===== src/rtl/evt_bank_pkg.sv =====
package evt_bank_pkg;

    localparam int unsigned CNT_W  = 32;
    localparam int unsigned ADDR_W = 7;
    localparam int unsigned CYC_IDX = 31;

    localparam logic [ADDR_W-1:0] A_CYC_LO    = 7'h1F;
    localparam logic [ADDR_W-1:0] A_CYC_HI    = 7'h20;
    localparam logic [ADDR_W-1:0] A_TYPE_BASE = 7'h40;
    localparam logic [ADDR_W-1:0] A_CTRL      = 7'h60;
    localparam logic [ADDR_W-1:0] A_EN_SET    = 7'h61;
    localparam logic [ADDR_W-1:0] A_EN_CLR    = 7'h62;
    localparam logic [ADDR_W-1:0] A_SW_INC    = 7'h63;
    localparam logic [ADDR_W-1:0] A_OVF       = 7'h64;

    // control bit positions
    localparam int unsigned C_EN    = 0;
    localparam int unsigned C_PCLR  = 1;
    localparam int unsigned C_CCLR  = 2;
    localparam int unsigned C_LONG  = 3;

    function automatic logic [CNT_W-1:0] impl_mask(int unsigned n);
        logic [CNT_W-1:0] m;
        m = '0;
        m[CYC_IDX] = 1'b1;
        for (int i = 0; i < int'(CYC_IDX); i++) begin
            if (i < int'(n)) m[i] = 1'b1;
        end
        return m;
    endfunction

endpackage


===== src/rtl/evt_pair_unit.sv =====
module evt_pair_unit #(
    parameter int unsigned    EVT_W      = 10,
    parameter logic [EVT_W-1:0] CHAIN_CODE = 10'h01E,
    parameter logic [EVT_W-1:0] SWINC_CODE = 10'h000,
    parameter bit             HAS_HI     = 1'b1
) (
    input  logic             clk,
    input  logic             rst_n,
    input  logic             glob_en,
    input  logic             en_lo,
    input  logic             en_hi,
    input  logic [EVT_W-1:0] type_lo,
    input  logic [EVT_W-1:0] type_hi,
    input  logic             evt_lo,
    input  logic             evt_hi,
    input  logic             sw_lo,
    input  logic             sw_hi,
    input  logic             wr_lo,
    input  logic             wr_hi,
    input  logic [31:0]      wdata,
    input  logic             clr,
    output logic [31:0]      cnt_lo,
    output logic [31:0]      cnt_hi,
    output logic             ovf_lo,
    output logic             ovf_hi
);

    typedef struct packed {
        logic [31:0] lo;
        logic [31:0] hi;
    } pair_st_t;

    pair_st_t st_d, st_q;

    logic        act_lo, act_hi, chain;
    logic        swk_lo, swk_hi;
    logic [1:0]  inc_lo, inc_hi;
    logic [32:0] sum_lo, sum_hi;
    logic        carry_eff;

    always_comb begin
        act_lo    = glob_en & en_lo;
        act_hi    = HAS_HI & glob_en & en_hi;
        chain     = act_hi & (type_hi == CHAIN_CODE);
        swk_lo    = sw_lo & act_lo & (type_lo == SWINC_CODE);
        swk_hi    = sw_hi & act_hi & (type_hi == SWINC_CODE);
        inc_lo    = act_lo ? ({1'b0, evt_lo} + {1'b0, swk_lo}) : 2'd0;
        sum_lo    = {1'b0, st_q.lo} + {31'd0, inc_lo};
        carry_eff = sum_lo[32] & ~wr_lo & ~clr;
        if (chain)
            inc_hi = {1'b0, carry_eff};
        else
            inc_hi = act_hi ? ({1'b0, evt_hi} + {1'b0, swk_hi}) : 2'd0;
        sum_hi    = {1'b0, st_q.hi} + {31'd0, inc_hi};

        ovf_lo    = carry_eff & ~chain;
        ovf_hi    = HAS_HI & sum_hi[32] & ~wr_hi & ~clr;

        st_d.lo   = sum_lo[31:0];
        st_d.hi   = HAS_HI ? sum_hi[31:0] : 32'd0;
        if (clr) begin
            st_d.lo = '0;
            st_d.hi = '0;
        end
        if (wr_lo) st_d.lo = wdata;
        if (wr_hi && HAS_HI) st_d.hi = wdata;
    end

    always_ff @(posedge clk) begin
        if (!rst_n) st_q <= '0;
        else        st_q <= st_d;
    end

    assign cnt_lo = st_q.lo;
    assign cnt_hi = st_q.hi;


    chain_lo_flag_chk: assert property (@(posedge clk) disable iff (!rst_n)
        chain |-> !ovf_lo);


    chain_hi_hold_chk: assert property (@(posedge clk) disable iff (!rst_n)
        (chain && cnt_lo < 32'hFFFF_FFFE && !wr_hi && !clr) |=> $stable(cnt_hi));


    global_off_hold_chk: assert property (@(posedge clk) disable iff (!rst_n)
        (!glob_en && !wr_lo && !wr_hi && !clr) |=> ($stable(cnt_lo) && $stable(cnt_hi)));

endmodule


===== src/rtl/evt_cycle_unit.sv =====
module evt_cycle_unit (
    input  logic        clk,
    input  logic        rst_n,
    input  logic        glob_en,
    input  logic        en_bit,
    input  logic        long_mode,
    input  logic        clr,
    input  logic        wr_lo,
    input  logic        wr_hi,
    input  logic [31:0] wdata,
    output logic [63:0] cnt,
    output logic        ovf
);

    typedef struct packed {
        logic [63:0] cnt;
    } cyc_st_t;

    cyc_st_t     st_d, st_q;
    logic        act;
    logic [64:0] sum;

    always_comb begin
        act      = glob_en & en_bit;
        sum      = {1'b0, st_q.cnt} + {64'd0, act};
        ovf      = act & ~wr_lo & ~wr_hi & ~clr &
                   (long_mode ? sum[64] : (st_q.cnt[31:0] == 32'hFFFF_FFFF));
        st_d.cnt = sum[63:0];
        if (clr)   st_d.cnt = '0;
        if (wr_lo) st_d.cnt = {st_q.cnt[63:32], wdata};
        if (wr_hi) st_d.cnt = {wdata, st_q.cnt[31:0]};
    end

    always_ff @(posedge clk) begin
        if (!rst_n) st_q <= '0;
        else        st_q <= st_d;
    end

    assign cnt = st_q.cnt;


    cyc_step_chk: assert property (@(posedge clk) disable iff (!rst_n)
        (glob_en && en_bit && !clr && !wr_lo && !wr_hi) |=> (cnt == $past(cnt) + 64'd1));


    cyc_hold_chk: assert property (@(posedge clk) disable iff (!rst_n)
        (!(glob_en && en_bit) && !clr && !wr_lo && !wr_hi) |=> $stable(cnt));

endmodule


===== src/rtl/evt_counter_bank.sv =====
module evt_counter_bank
    import evt_bank_pkg::*;
#(
    parameter int unsigned      N_CNT      = 6,
    parameter int unsigned      EVT_W      = 10,
    parameter logic [EVT_W-1:0] CHAIN_CODE = 10'h01E,
    parameter logic [EVT_W-1:0] SWINC_CODE = 10'h000
) (
    input  logic                                  clk,
    input  logic                                  rst_n,
    input  logic [((N_CNT == 0) ? 1 : N_CNT)-1:0] evt_i,
    input  logic                                  wr_en,
    input  logic [6:0]                            wr_addr,
    input  logic [31:0]                           wr_data,
    input  logic [6:0]                            rd_addr,
    output logic [31:0]                           rd_data,
    output logic [31:0]                           ovf_o
);

    localparam int unsigned NS        = (N_CNT == 0) ? 1 : N_CNT;
    localparam int unsigned NPAIR     = (N_CNT + 1) / 2;
    localparam logic [31:0] IMPL_MASK = impl_mask(N_CNT);
    localparam logic [4:0]  N_FIELD   = 5'(N_CNT);

    typedef struct packed {
        logic                       en;
        logic                       lc;
        logic [31:0]                cnten;
        logic [31:0]                ovf;
        logic [NS-1:0][EVT_W-1:0]   types;
    } bank_st_t;

    bank_st_t st_d, st_q;

    logic [31:0]   cnt_arr [NS];
    logic [NS-1:0] ovf_evt;
    logic [NS-1:0] cnt_wr;
    logic [31:0]   sw_bits;
    logic [31:0]   ovf_hit;
    logic [31:0]   ovf_clr;
    logic [63:0]   cyc_cnt;
    logic          ovf_cyc;
    logic          wr_ctrl;

    always_comb begin
        wr_ctrl = wr_en && (wr_addr == A_CTRL);
        sw_bits = (wr_en && (wr_addr == A_SW_INC)) ? wr_data : 32'd0;
        ovf_clr = (wr_en && (wr_addr == A_OVF)) ? wr_data : 32'd0;
        for (int i = 0; i < int'(NS); i++)
            cnt_wr[i] = wr_en && (wr_addr == 7'(i)) && (i < int'(N_CNT));
    end

    for (genvar p = 0; p < int'(NPAIR); p++) begin : g_pair
        localparam int  LO     = 2 * p;
        localparam bit  HAS_HI = (2 * p + 1) < int'(N_CNT);
        localparam int  HI     = HAS_HI ? (2 * p + 1) : (2 * p);
        logic [31:0] c_lo, c_hi;
        logic        o_lo, o_hi;

        evt_pair_unit #(
            .EVT_W(EVT_W), .CHAIN_CODE(CHAIN_CODE),
            .SWINC_CODE(SWINC_CODE), .HAS_HI(HAS_HI)
        ) u_pair (
            .clk(clk), .rst_n(rst_n), .glob_en(st_q.en),
            .en_lo(st_q.cnten[LO]), .en_hi(st_q.cnten[HI]),
            .type_lo(st_q.types[LO]), .type_hi(st_q.types[HI]),
            .evt_lo(evt_i[LO]), .evt_hi(evt_i[HI]),
            .sw_lo(sw_bits[LO]), .sw_hi(sw_bits[HI]),
            .wr_lo(cnt_wr[LO]), .wr_hi(cnt_wr[HI] && HAS_HI),
            .wdata(wr_data), .clr(wr_ctrl && wr_data[C_PCLR]),
            .cnt_lo(c_lo), .cnt_hi(c_hi), .ovf_lo(o_lo), .ovf_hi(o_hi)
        );

        assign cnt_arr[LO] = c_lo;
        assign ovf_evt[LO] = o_lo;
        if (HAS_HI) begin : g_hi
            assign cnt_arr[HI] = c_hi;
            assign ovf_evt[HI] = o_hi;
        end
    end

    evt_cycle_unit u_cycle (
        .clk(clk), .rst_n(rst_n), .glob_en(st_q.en),
        .en_bit(st_q.cnten[CYC_IDX]), .long_mode(st_q.lc),
        .clr(wr_ctrl && wr_data[C_CCLR]),
        .wr_lo(wr_en && (wr_addr == A_CYC_LO)),
        .wr_hi(wr_en && (wr_addr == A_CYC_HI)),
        .wdata(wr_data), .cnt(cyc_cnt), .ovf(ovf_cyc)
    );

    always_comb begin
        ovf_hit            = '0;
        ovf_hit[NS-1:0]    = ovf_evt;
        ovf_hit[CYC_IDX]   = ovf_cyc;
        ovf_hit            = ovf_hit & IMPL_MASK;

        st_d = st_q;
        if (wr_ctrl) begin
            st_d.en = wr_data[C_EN];
            st_d.lc = wr_data[C_LONG];
        end
        if (wr_en && (wr_addr == A_EN_SET))
            st_d.cnten = st_q.cnten | (wr_data & IMPL_MASK);
        if (wr_en && (wr_addr == A_EN_CLR))
            st_d.cnten = st_q.cnten & ~wr_data;
        for (int i = 0; i < int'(N_CNT); i++) begin
            if (wr_en && (wr_addr == A_TYPE_BASE + 7'(i)))
                st_d.types[i] = wr_data[EVT_W-1:0];
        end
        st_d.ovf = (st_q.ovf & ~ovf_clr) | ovf_hit;
    end

    always_ff @(posedge clk) begin
        if (!rst_n) st_q <= '0;
        else        st_q <= st_d;
    end

    always_comb begin
        rd_data = '0;
        if (rd_addr == A_CYC_LO) begin
            rd_data = cyc_cnt[31:0];
        end else if (rd_addr == A_CYC_HI) begin
            rd_data = cyc_cnt[63:32];
        end else if (rd_addr == A_CTRL) begin
            rd_data = {16'd0, N_FIELD, 7'd0, st_q.lc, 2'b00, st_q.en};
        end else if (rd_addr == A_EN_SET || rd_addr == A_EN_CLR) begin
            rd_data = st_q.cnten;
        end else if (rd_addr == A_OVF) begin
            rd_data = st_q.ovf;
        end else begin
            for (int i = 0; i < int'(N_CNT); i++) begin
                if (rd_addr == 7'(i))
                    rd_data = cnt_arr[i];
                if (rd_addr == A_TYPE_BASE + 7'(i))
                    rd_data = {{(32-EVT_W){1'b0}}, st_q.types[i]};
            end
        end
    end

    assign ovf_o = st_q.ovf;


    ovf_sticky_chk: assert property (@(posedge clk) disable iff (!rst_n)
        !(wr_en && wr_addr == A_OVF) |=> ((ovf_o & $past(ovf_o)) == $past(ovf_o)));


    ovf_mask_chk: assert property (@(posedge clk) disable iff (!rst_n)
        (ovf_o & ~IMPL_MASK) == 32'd0);

    if (N_CNT > 0) begin : g_pclr_chk

        p_clear_chk: assert property (@(posedge clk) disable iff (!rst_n)
            (wr_en && wr_addr == A_CTRL && wr_data[C_PCLR]) |=> (cnt_arr[0] == 32'd0));
    end

endmodule


===== config.mk =====
export PLATFORM = sky130hd
export DESIGN_NAME = evt_counter_bank
export DESIGN_NICKNAME = d
export VERILOG_FILES = /design/src/rtl/evt_bank_pkg.sv /design/src/rtl/evt_pair_unit.sv /design/src/rtl/evt_cycle_unit.sv /design/src/rtl/evt_counter_bank.sv
export SDC_FILE = /design/constraint.sdc
export NUM_CORES = 1
export LEC_CHECK = 0
export BUFFER_PORTS_ARGS = -buffer_cell sky130_fd_sc_hd__clkbuf_2
export CORE_ASPECT_RATIO = 1.25
export CORE_MARGIN = 5
export CORE_UTILIZATION = 45
export DETAILED_ROUTE_END_ITERATION = 8
export PLACE_DENSITY = 0.74
export SYNTH_ARGS = -nofsm -noshare
export SYNTH_HDL_FRONTEND = slang
export SYNTH_HIERARCHICAL = 1
export SYNTH_SLANG_ARGS = --single-unit

===== constraint.sdc =====
create_clock -name clk -period 6.7 [get_ports clk]
set_input_delay 0.335 -clock clk [delete_from_list [all_inputs] [get_ports clk]]
set_output_delay 0.335 -clock clk [all_outputs]
set_load 0.05 [all_outputs]

## Word level (Yosys, flattened, before mapping)

Index checks and enable logic that the tools add are counted.

- Register bits: 382
- Output and inout port bits: 64
- Bits of input ports: 55

- Mux-type cells: 43
- Add/sub/neg operators: 13
- Bitwise logic cells: 60
- Eq/ne operators: 40
- Reduce and logical (&&, ||, !) cells: 31

Operators by type and width:

| cell | count |
|---|---|
| 2-to-1 mux 32 bit | 26 |
| 2-to-1 mux 64 bit | 6 |
| adder 32 x 2 -> 33 bit | 6 |
| equality test 7 bit, second input constant | 21 |
| adder 64 x 1 -> 65 bit | 1 |
| AND 32 bit | 2 |
| inverter 32 bit | 2 |
| bitwise OR 32 bit | 2 |
| zero test 10 bit | 6 |
| AND 1 bit | 41 |
| equality test 32 bit, second input constant | 1 |
| equality test 10 x 5 -> 1 bit, second input constant | 3 |
| equality test 7 x 2 -> 1 bit, second input constant | 4 |
| equality test 7 x 3 -> 1 bit, second input constant | 4 |
| logical AND 1 bit | 21 |
| 2-to-1 mux 2 bit | 9 |
| equality test 7 x 1 -> 1 bit, second input constant | 2 |
| equality test 7 x 5 -> 1 bit, second input constant | 2 |
| equality test 7 x 6 -> 1 bit, second input constant | 2 |
| zero test 7 bit | 2 |
| inverter 1 bit | 13 |
| adder 1 x 1 -> 2 bit | 6 |
| 2-to-1 mux 6 bit | 1 |
| inequality test 2 bit, second input constant | 1 |
| other kinds (3) | 3 |

## Logic depth before layout (Yosys ltp)

Gate-level depths: netlist (run 1).

- Depth after elaboration: 18
- Gate-level depth with buffers: 25
- Depth with buffers taken out: 24

## Modules after synthesis

The synthesis (run 1) kept the hierarchy.

By module, submodules not included:

| module | area each (µm²) | cells each | times used |
|---|---|---|---|
| evt_counter_bank | 8254.2 | 1057 | 1 |
| evt_pair_unit at g_pair[1].u_pair ... | 4052.6 | 509 | 2 |
| evt_cycle_unit | 4654.5 | 634 | 1 |
| evt_pair_unit at g_pair[0].u_pair | 3510.9 | 424 | 1 |

## Least setup slack after synthesis (run 1)

Ideal clock, no wire load.

- Path type: input -> register
- From: input wr_addr[3]
- To: register g_pair[2].u_pair.st_q (netlist bit g_pair[2].u_pair/cnt_hi[22])
- Stages: 23
- Required time: 6.638 ns
- Slack: 1.030 ns
- Library setup time: 0.062 ns
- Arrival time: 5.608 ns
- Cells stage by stage: nor3b_1 nand3_1 nor2_1 and2_1 or4b_2 nor4_1 and4_1 ha_1 and3_1 ha_1 inv_1 fa_1 and4b_1 nand4_1 or4_1 mux2i_1 ha_1 fa_1 and4_1 nand4_1 clkbuf_1 or4_1 nand3_1

- Word-level cells in the longest chain between the ends: 14

RTL lines:

| item | RTL line | RTL |
|---|---|---|
| from (decl) | evt_counter_bank.sv:13 | `input logic [6:0] wr_addr,` |
| equality test 7 bit | evt_counter_bank.sv:47 | `sw_bits = (wr_en && (wr_addr == A_SW_INC)) ? wr_data : 32'd0;` |
| logical AND 1 bit | evt_counter_bank.sv:47 |  |
| 2-to-1 mux 6 bit | evt_counter_bank.sv:47 |  |
| named net sw_bits[4] | evt_counter_bank.sv:38 | `logic [31:0] sw_bits;` |
| AND 1 bit (2 in series) | evt_pair_unit.sv:45 | `swk_lo = sw_lo & act_lo & (type_lo == SWINC_CODE);` |
| adder 1 x 1 -> 2 bit | evt_pair_unit.sv:47 | `inc_lo = act_lo ? ({1'b0, evt_lo} + {1'b0, swk_lo}) : 2'd0;` |
| 2-to-1 mux 2 bit | evt_pair_unit.sv:47 |  |
| adder 32 x 2 -> 33 bit | evt_pair_unit.sv:48 | `sum_lo = {1'b0, st_q.lo} + {31'd0, inc_lo};` |
| AND 1 bit (2 in series) | evt_pair_unit.sv:49 | `carry_eff = sum_lo[32] & ~wr_lo & ~clr;` |
| 2-to-1 mux 2 bit | evt_pair_unit.sv:50 | `if (chain)` |
| adder 32 x 2 -> 33 bit | evt_pair_unit.sv:54 | `sum_hi = {1'b0, st_q.hi} + {31'd0, inc_hi};` |
| 2-to-1 mux 64 bit | evt_pair_unit.sv:61 | `if (clr) begin` |
| 2-to-1 mux 32 bit | evt_pair_unit.sv:66 | `if (wr_hi && HAS_HI) st_d.hi = wdata;` |
| to (signal assigned) | evt_pair_unit.sv:71 | `else st_q <= st_d;` |
| to (decl) | evt_pair_unit.sv:33 | `pair_st_t st_d, st_q;` |

The timed path passes the listed nets, and every way through them passes these cells.
A chain may end at the register's enable or synchronous reset.

## Worst setup path in the final report (run 1)

- From: input wr_addr[3]
- To: register g_pair[1].u_pair.st_q (netlist bit g_pair[1].u_pair/cnt_hi[20])

- Word-level cells in the longest chain between the ends: 14

RTL lines:

| item | RTL line |
|---|---|
| equality test 7 bit | evt_counter_bank.sv:47 |
| logical AND 1 bit | evt_counter_bank.sv:47 |
| 2-to-1 mux 6 bit | evt_counter_bank.sv:47 |
| named net sw_bits[2] | evt_counter_bank.sv:38 |
| AND 1 bit (2 in series) | evt_pair_unit.sv:45 |
| adder 1 x 1 -> 2 bit | evt_pair_unit.sv:47 |
| 2-to-1 mux 2 bit | evt_pair_unit.sv:47 |
| adder 32 x 2 -> 33 bit | evt_pair_unit.sv:48 |
| AND 1 bit (2 in series) | evt_pair_unit.sv:49 |
| 2-to-1 mux 2 bit | evt_pair_unit.sv:50 |
| adder 32 x 2 -> 33 bit | evt_pair_unit.sv:54 |
| 2-to-1 mux 64 bit | evt_pair_unit.sv:61 |
| 2-to-1 mux 32 bit | evt_pair_unit.sv:66 |
| to (signal assigned) | evt_pair_unit.sv:71 |
| to (decl) | evt_pair_unit.sv:33 |

The timed path passes the listed nets, and every way through them passes these cells.

==> results of run 1 <==
-- cell type report --
class,count,area share (%)
Multi-Input combinational cell,2455,58.1
Sequential cell,382,28.5
Clock buffer,61,4.87
Timing Repair Buffer,174,3.83
Tap cell,727,3.39
Clock inverter,16,0.667
Inverter,41,0.574
Antenna cell,5,0.0466
-- sequential cells by signal, summed over array words and instances (netlist names), named ones only --
register / flops
g_pair.u_pair/cnt_hi: 96
g_pair.u_pair/cnt_lo: 96
st_q: 87
u_cycle/cnt: 64
ovf_o: 32
-- placed cells by master, fill, tap and decap left out, types with 55 or more instances in the layout --
master    Yosys  routed
nand2_1     356     356
dfxtp_1     382     382
nand4_1     112     112
nor4_1       59      59
nor2_1      231     227
nor3_1       93      91
a21oi_1     157     157
xor2_1       55      55
a22oi_1      79      79
buf_4        36      57
mux2i_1     102     102
clkbuf_2      0     116
o21ai_0     156     156
nand3_1     200     200
-- worst register-to-register path: cells and delay by family (launching register included) --
family / cells / cell delay [ns]
adders and majority gates: 5 / 1.21
and+or+nand+nor: 11 / 3.75
DFF: 1 / 0.34
buffers and inverters: 1 / 0.06
muxes: 1 / 0.17
-- worst paths after layout --
| check | start | end | slack (ns) |
|---|---|---|---|
| max | wr_addr[3] | g_pair[1].u_pair/cnt_hi[20] | 0.50 |
| min | rst_n | st_q[103] | 0.19 |
| max reg2reg | st_q[22] | g_pair[1].u_pair/cnt_hi[20] | 1.12 |
| min reg2reg | st_q[98] | st_q[98] | 0.43 |
-- power by group through the flow --
stage / registers, mW / clock network [mW] / logic [mW]
2_1_floorplan: 2.42 / 0 / 0.242
3_3_place_gp: 2.46 / 0 / 0.399
3_5_place_dp: 2.45 / 0 / 0.400
4_1_cts: 2.41 / 2.54 / 0.401
5_1_grt: 2.41 / 2.64 / 0.434
6_report: 2.41 / 2.53 / 0.419
-- cells by family (layout without fill, tap and decap cells) --
kind of cell / Yosys count / count (layout) / synth area share (%)
compound gates: 792 / 792 / 21.9
xor+xnor: 103 / 103 / 3.68
fa+ha+maj: 26 / 26 / 1.51
buf+inv: 296 / 292 / 5.43
flops: 382 / 382 / 31.2
mux: 121 / 121 / 5.04
other cells: 0 / 5 / 0
simple gates: 1413 / 1413 / 31.3
-- layer usage --
| layer | vias up | wire, µm |
|---|---|---|
| li1 | 11766 | - |
| met2 | 1813 | 47900 |
| met1 | 12836 | 39900 |
| met5 | - | 7 |
| met4 | 2 | 7950 |
| met3 | 435 | 11500 |
-- through the flow --
stage / power (mW) / hold slack, ns / cell area [µm²] / util (%) / worst slack (ns)
2_1_floorplan: 2.66 / 0.409 / 24500 / - / 1.03
3_3_place_gp: 2.85 / 0.416 / 25300 / 47.0 / 0.226
3_5_place_dp: 2.86 / 0.419 / 25300 / 47.0 / 0.0605
4_1_cts: 5.34 / 0.155 / 26800 / 49.8 / 0.668
5_1_grt: 5.49 / 0.207 / 26800 / 49.8 / 0.102
6_report: 5.36 / 0.188 / 26800 / 49.8 / 0.503
==> summary.txt, run 1 <==
Yosys
  • Post-synth top cells: dfxtp_1, nand2_1, nor2_1
  • Synthesized area: 24500 µm²
  • Synth Area per Inst: roughly 7.8 µm²
  • Post-synthesis sequential element count: 382
  • Synth area leader: dfxtp_1
  • Count leader, synth: dfxtp_1
  • Post-synth cell types: 94
  • Mapped Cells: about 3100
  • Top cells by area, synth: dfxtp_1, nand2_1, mux2i_1
  • Top-area cell type share of the netlist area: a little under a third
  • Post-synth EDFFs: 0
  • Sequential share of the synthesized area: a little under a third
  • Synthesized Nets: about 3200
  • Warnings, synthesis: 6
  • Post-synthesis async set-or-reset flop share: 0%
  • Main flop type after synthesis: dfxtp_1

Route
  • Routed via count: 26852
  • Vias/cell: approximately 7
  • # DRC: 0
  • Routed len/inst: 27.8 µm
  • DRT Pass-1 Iters: 7
  • Antenna-violating nets left: 0
  • Routed Wire Length: approximately 110000 µm
  • Starting DRT DRC Count: approximately 4000

Clock network
  • Post-cts sizing count: 0
  • Root buffer cell: clkbuf_16
  • CTS tree: yes
  • Inserted Clock Buffers: between 40 and 50
  • Post-CTS Setup Inserts: 0
  • H-tree depth: 2
  • Clk slew on worst S/H paths: 0.07 ns
  • Max Root-Sink Buffers: 3
  • Clk Latency, worst-skew pair: 0.60 ns
  • CTS sink cnt: approximately 380
  • Post-CTS Hold Buffers: 0

Floorplanning
  • Full die area: roughly 59000 µm²
  • Ports: about 120
  • Die height: around 270 µm
  • Die X: ~220 µm
  • Initial core utilization: a little under half
  • Row count: 95
  • Core footprint: approximately 54000 µm²

GRT
  • Global routing usage on met3: 5.78%
  • GRT overflow: 0
  • Largest net degree at the start of global routing: roughly 130
  • GR Util All Layers: between 30% and 40%
  • GRT met2 Usage: 54.4%
  • GR peak layer: met2
  • Vias in the first global route: approximately 24000
  • Initial antenna violation count: 5
  • First-pass GRT wire length: between 150000 and 200000 µm
  • Met1 Use GR: ~43%

Placement
  • HPWL Detailed: approximately 76000 µm
  • Global placement routability congestion: approximately 1.0
  • Placed Cells: roughly 3800
  • PortBufs: 118

Power and ir drop
  • Clk pwr share: a little under half
  • Leakage power: 9.36 nW
  • Switch share: about 27%
  • Power Internal: between 3 and 4 mW
  • Pwr/cell area: 200 nW/µm²
  • VDD IR max: about 0.15 mV
  • Sequential share of power: around 45%
  • Combinational Power Share: 7.8%
  • Sw power: roughly 1.4 mW

Setup path
  • CP endpoint kind: flop
  • CP dominant cell by count: ha_1
  • WP buf/inv: 2
  • CP top delay family: simple AND/OR/NAND/NOR gates
  • Max incr delay on CP: approximately 0.66 ns
  • WS Path Type: primary input to flop
  • CP cell instances: clkbuf_2, nor3b_1, nand3_1, nor2_1, and2_1, or4b_2, nor4_1, and4_1, ha_1, and3_1, ha_1, inv_1, fa_1, and4b_1, nand4_1, or4_1, mux2i_1, ha_1, fa_1, and4_1, nand4_1, or4_1, nand3_1
  • Crit Path Max Fanout: 11
  • CP arrival: ~6.7 ns
  • CP Launch Type: primary input
  • Worst reg2reg path depth: 18
  • Slowest CP cell: or4_1
  • Critical Path RT: 7.24 ns
  • Levels on crit path: 23

Cells and area
  • Layout area overhead: 9.39%
  • Fillers: between 5000 and 6000
  • Multi-input logic area: 15600 µm²
  • Nets@finish: ~3200
  • Finished Layout Cells: between 3000 and 4000
  • Sequential cell area: between 7000 and 8000 µm²
  • Layout cells sized above 1: about 11%

Worst hold path
  • Hold/Removal Path Class: primary input to flop
  • Hold Path Depth: 3

Timing
  • Final Cycle Share: between 90 and 100%
  • Setup Skew: 0.0272 ns
  • Setup TNS Final: 0 ns
  • Fmax: between 150 and 200 MHz
  • Minimum clock period: slightly above 6 ns
  • Worst rel slew slack: about 20%
  • Slew @ Worst Pin: 1.20 ns
  • Hold Violations, Final: 0
  • RSZ-0062 raised after global routing: no
  • # setup viols final: 0
  • Slew Viols, Final: 0

Outcome
  • Status: completed

Run
  • MaxCap Viol Count: 0
No activity file was read; power rests on OpenSTA's default activity.
==> inputs of run 2 (changes only) <==
--- a/config.mk
+++ b/config.mk
@@ -6,9 +6,11 @@
 export NUM_CORES = 1
 export LEC_CHECK = 0
 export BUFFER_PORTS_ARGS = -buffer_cell sky130_fd_sc_hd__clkbuf_2
+export CAP_MARGIN = 20
 export CORE_ASPECT_RATIO = 1.25
 export CORE_MARGIN = 5
 export CORE_UTILIZATION = 45
+export CTS_BUF_LIST = sky130_fd_sc_hd__clkbuf_2 sky130_fd_sc_hd__clkbuf_4 sky130_fd_sc_hd__clkbuf_8
 export DETAILED_ROUTE_END_ITERATION = 8
 export PLACE_DENSITY = 0.74
 export SYNTH_ARGS = -nofsm -noshare
==> summary.txt, run 2 (synthesis gave the netlist of run 1 again) <==
Outcome
  • Status: completed

GRT
  • Initial antenna violation count: 4 (-1)
  • Vias in the first global route: 24512 (+0.26%)
  • GRT met2 Usage: 55.0% (+0.63 points)
  • GR Util All Layers: 34.5% (+0.31 points)
  • GR peak layer: met2
  • GRT overflow: 0 (unchanged)
  • Largest net degree at the start of global routing: 132 (unchanged)
  • Global routing usage on met3: 6.86% (+1.1 points)
  • Met1 Use GR: 43.4% (about the same)
  • First-pass GRT wire length: 158000 µm (+0.49%)

Route
  • Vias/cell: 6.91 (-0.69%)
  • Antenna-violating nets left: 0 (unchanged)
  • # DRC: 0 (unchanged)
  • Routed via count: 26937 (+0.32%)
  • Routed Wire Length: 107000 µm (+0.14%)
  • Starting DRT DRC Count: 4061 (-1.1%)
  • DRT Pass-1 Iters: 7 (unchanged)
  • Routed len/inst: 27.5 µm (-0.86%)

Cells and area
  • Layout cells sized above 1: 12.3% (+1.2 points)
  • Most frequent cells in the layout: dfxtp_1, nand2_1, nor2_1
  • Leading cell type in the layout, fill and taps excluded: dfxtp_1
  • Layout Utilization: 49.8% (about the same)
  • Nets@finish: 3205 (+0.85%)
  • Layout area overhead: 9.29% (about the same)

Clock network
  • Post-CTS Setup Inserts: 0 (unchanged)
  • Max Root-Sink Buffers: 3 (unchanged)
  • CTS sink cnt: 382 (unchanged)
  • Post-cts sizing count: 0 (unchanged)
  • H-tree depth: 3 (+1)
  • Root buffer cell: clkbuf_8
  • Clk slew on worst S/H paths: 0.06 ns (about the same)
  • Post-CTS Hold Buffers: 0 (unchanged)
  • Inserted Clock Buffers: 68 (+58%)
  • CTS tree: yes
  • Clk Latency, worst-skew pair: 0.68 ns (+0.08 ns)

Placement
  • Dpl ws: 0.0757 ns (+0.0152 ns)
  • PortBufs: 118 (unchanged)
  • HPWL Detailed: 75800 µm (+0.14%)
  • Global placement routability congestion: 1.04 (unchanged)

Timing
  • Slew Viols, Final: 0 (unchanged)
  • Minimum clock period: 6.13 ns (-0.0700 ns)
  • # setup viols final: 0 (unchanged)
  • Worst rel slew slack: 23.7% (+3.7 points)
  • Slew @ Worst Pin: 1.14 ns (-0.0548 ns)
  • Setup Skew: 0.0396 ns (+0.0124 ns)
  • RSZ-0062 raised after global routing: no
  • Hold Violations, Final: 0 (unchanged)
  • Fmax: 163 MHz (+1.1%)
  • Final Cycle Share: 91.4% (-1.0 points)
  • Setup TNS Final: 0 ns (unchanged)
  • Fin worst setup slack: 0.573 ns (+0.0700 ns)

Floorplanning
  • Core footprint: 53800 µm² (unchanged)
  • Row count: 95 (unchanged)
  • Ports: 119 (unchanged)
  • Full die area: 59300 µm² (unchanged)
  • Initial core utilization: 45.5% (unchanged)
  • Die X: 219 µm (unchanged)
  • Die height: 271 µm (unchanged)

Setup path
  • CP arrival: 6.73 ns (about the same)
  • R2R Setup Slk: 1.15 ns (+0.03 ns)
  • CP endpoint kind: flop
  • CP Launch Type: primary input
  • Critical Path RT: 7.30 ns (+0.06 ns)
  • Crit Path Max Fanout: 11 (unchanged)
  • WS Path Type: primary input to flop

Worst hold path
  • Hold/Removal Path Class: primary input to flop

Power and ir drop
  • Leakage power: 9.39 nW (+0.28%)
  • VDD IR max: 0.110 mV (-28%)
  • Pwr/cell area: 193 nW/µm² (-3.3%)

Run
  • MaxCap Viol Count: 0 (unchanged)
[run 2: power breakdown]
part / switching, mW / internal, mW / total [mW] / leakage [nW]
registers: 0.0932 / 2.32 / 2.41 / 3.08
logic: 0.303 / 0.118 / 0.421 / 5.56
clock network: 1.06 / 1.28 / 2.34 / 0.745
total: 1.46 / 3.72 / 5.18 / 9.39
[run 2: area by class of cell]
cell class,count,area [µm²]
Clock buffer,100,1300
Sequential cell,382,7650
Tap cell,727,910
Antenna cell,4,10.0
Timing Repair Buffer,176,1070
Fill cell,5275,27000
Clock inverter,15,124
Inverter,41,154
Multi-Input combinational cell,2455,15600
[run 2: worst paths after layout]
kind              startpoint                     endpoint  cells past startpoint
setup / recovery  wr_addr[3]  g_pair[1].u_pair/cnt_hi[20]                     23
hold / removal         rst_n                    st_q[104]                      3
setup reg to reg    st_q[24]  g_pair[1].u_pair/cnt_hi[20]                     18
hold reg to reg     st_q[99]                     st_q[99]                      2
[run 2: metal layers]
layer | vias to the layer above | part of all wire, %
li1 | 11808 | -
met1 | 12819 | 37
met2 | 1880 | 45
met3 | 430 | 11
met4 | 0 | 7.0
met5 | - | 0
[run 2: through the flow]
stage	cell area [µm²]	instances	total power, mW	hold WS [ns]
6_report	26800	3900	5.18	0.122
5_1_grt	26800	3898	5.32	0.131
4_1_cts	26800	3895	5.16	0.0926
3_5_place_dp	25400	3780	2.86	0.419
3_3_place_gp	25300	3779	2.85	0.416
2_1_floorplan	24500	3133	2.66	0.409
[run 2: critical path: stages]
cell and delay (ns):
clkbuf_2 0.10, nor3b_1 0.43, nand3_1 0.22, nor2_1 0.39
and2_1 0.18, or4b_2 0.58, nor4_1 0.15, and4_1 0.26
ha_1 0.13, and3_1 0.16, ha_1 0.19, inv_1 0.06
fa_1 0.43, and4b_1 0.36, nand4_1 0.12, or4_1 0.54
mux2i_1 0.17, ha_1 0.21, fa_1 0.25, and4_1 0.27
nand4_1 0.44, or4_1 0.65, nand3_1 0.09
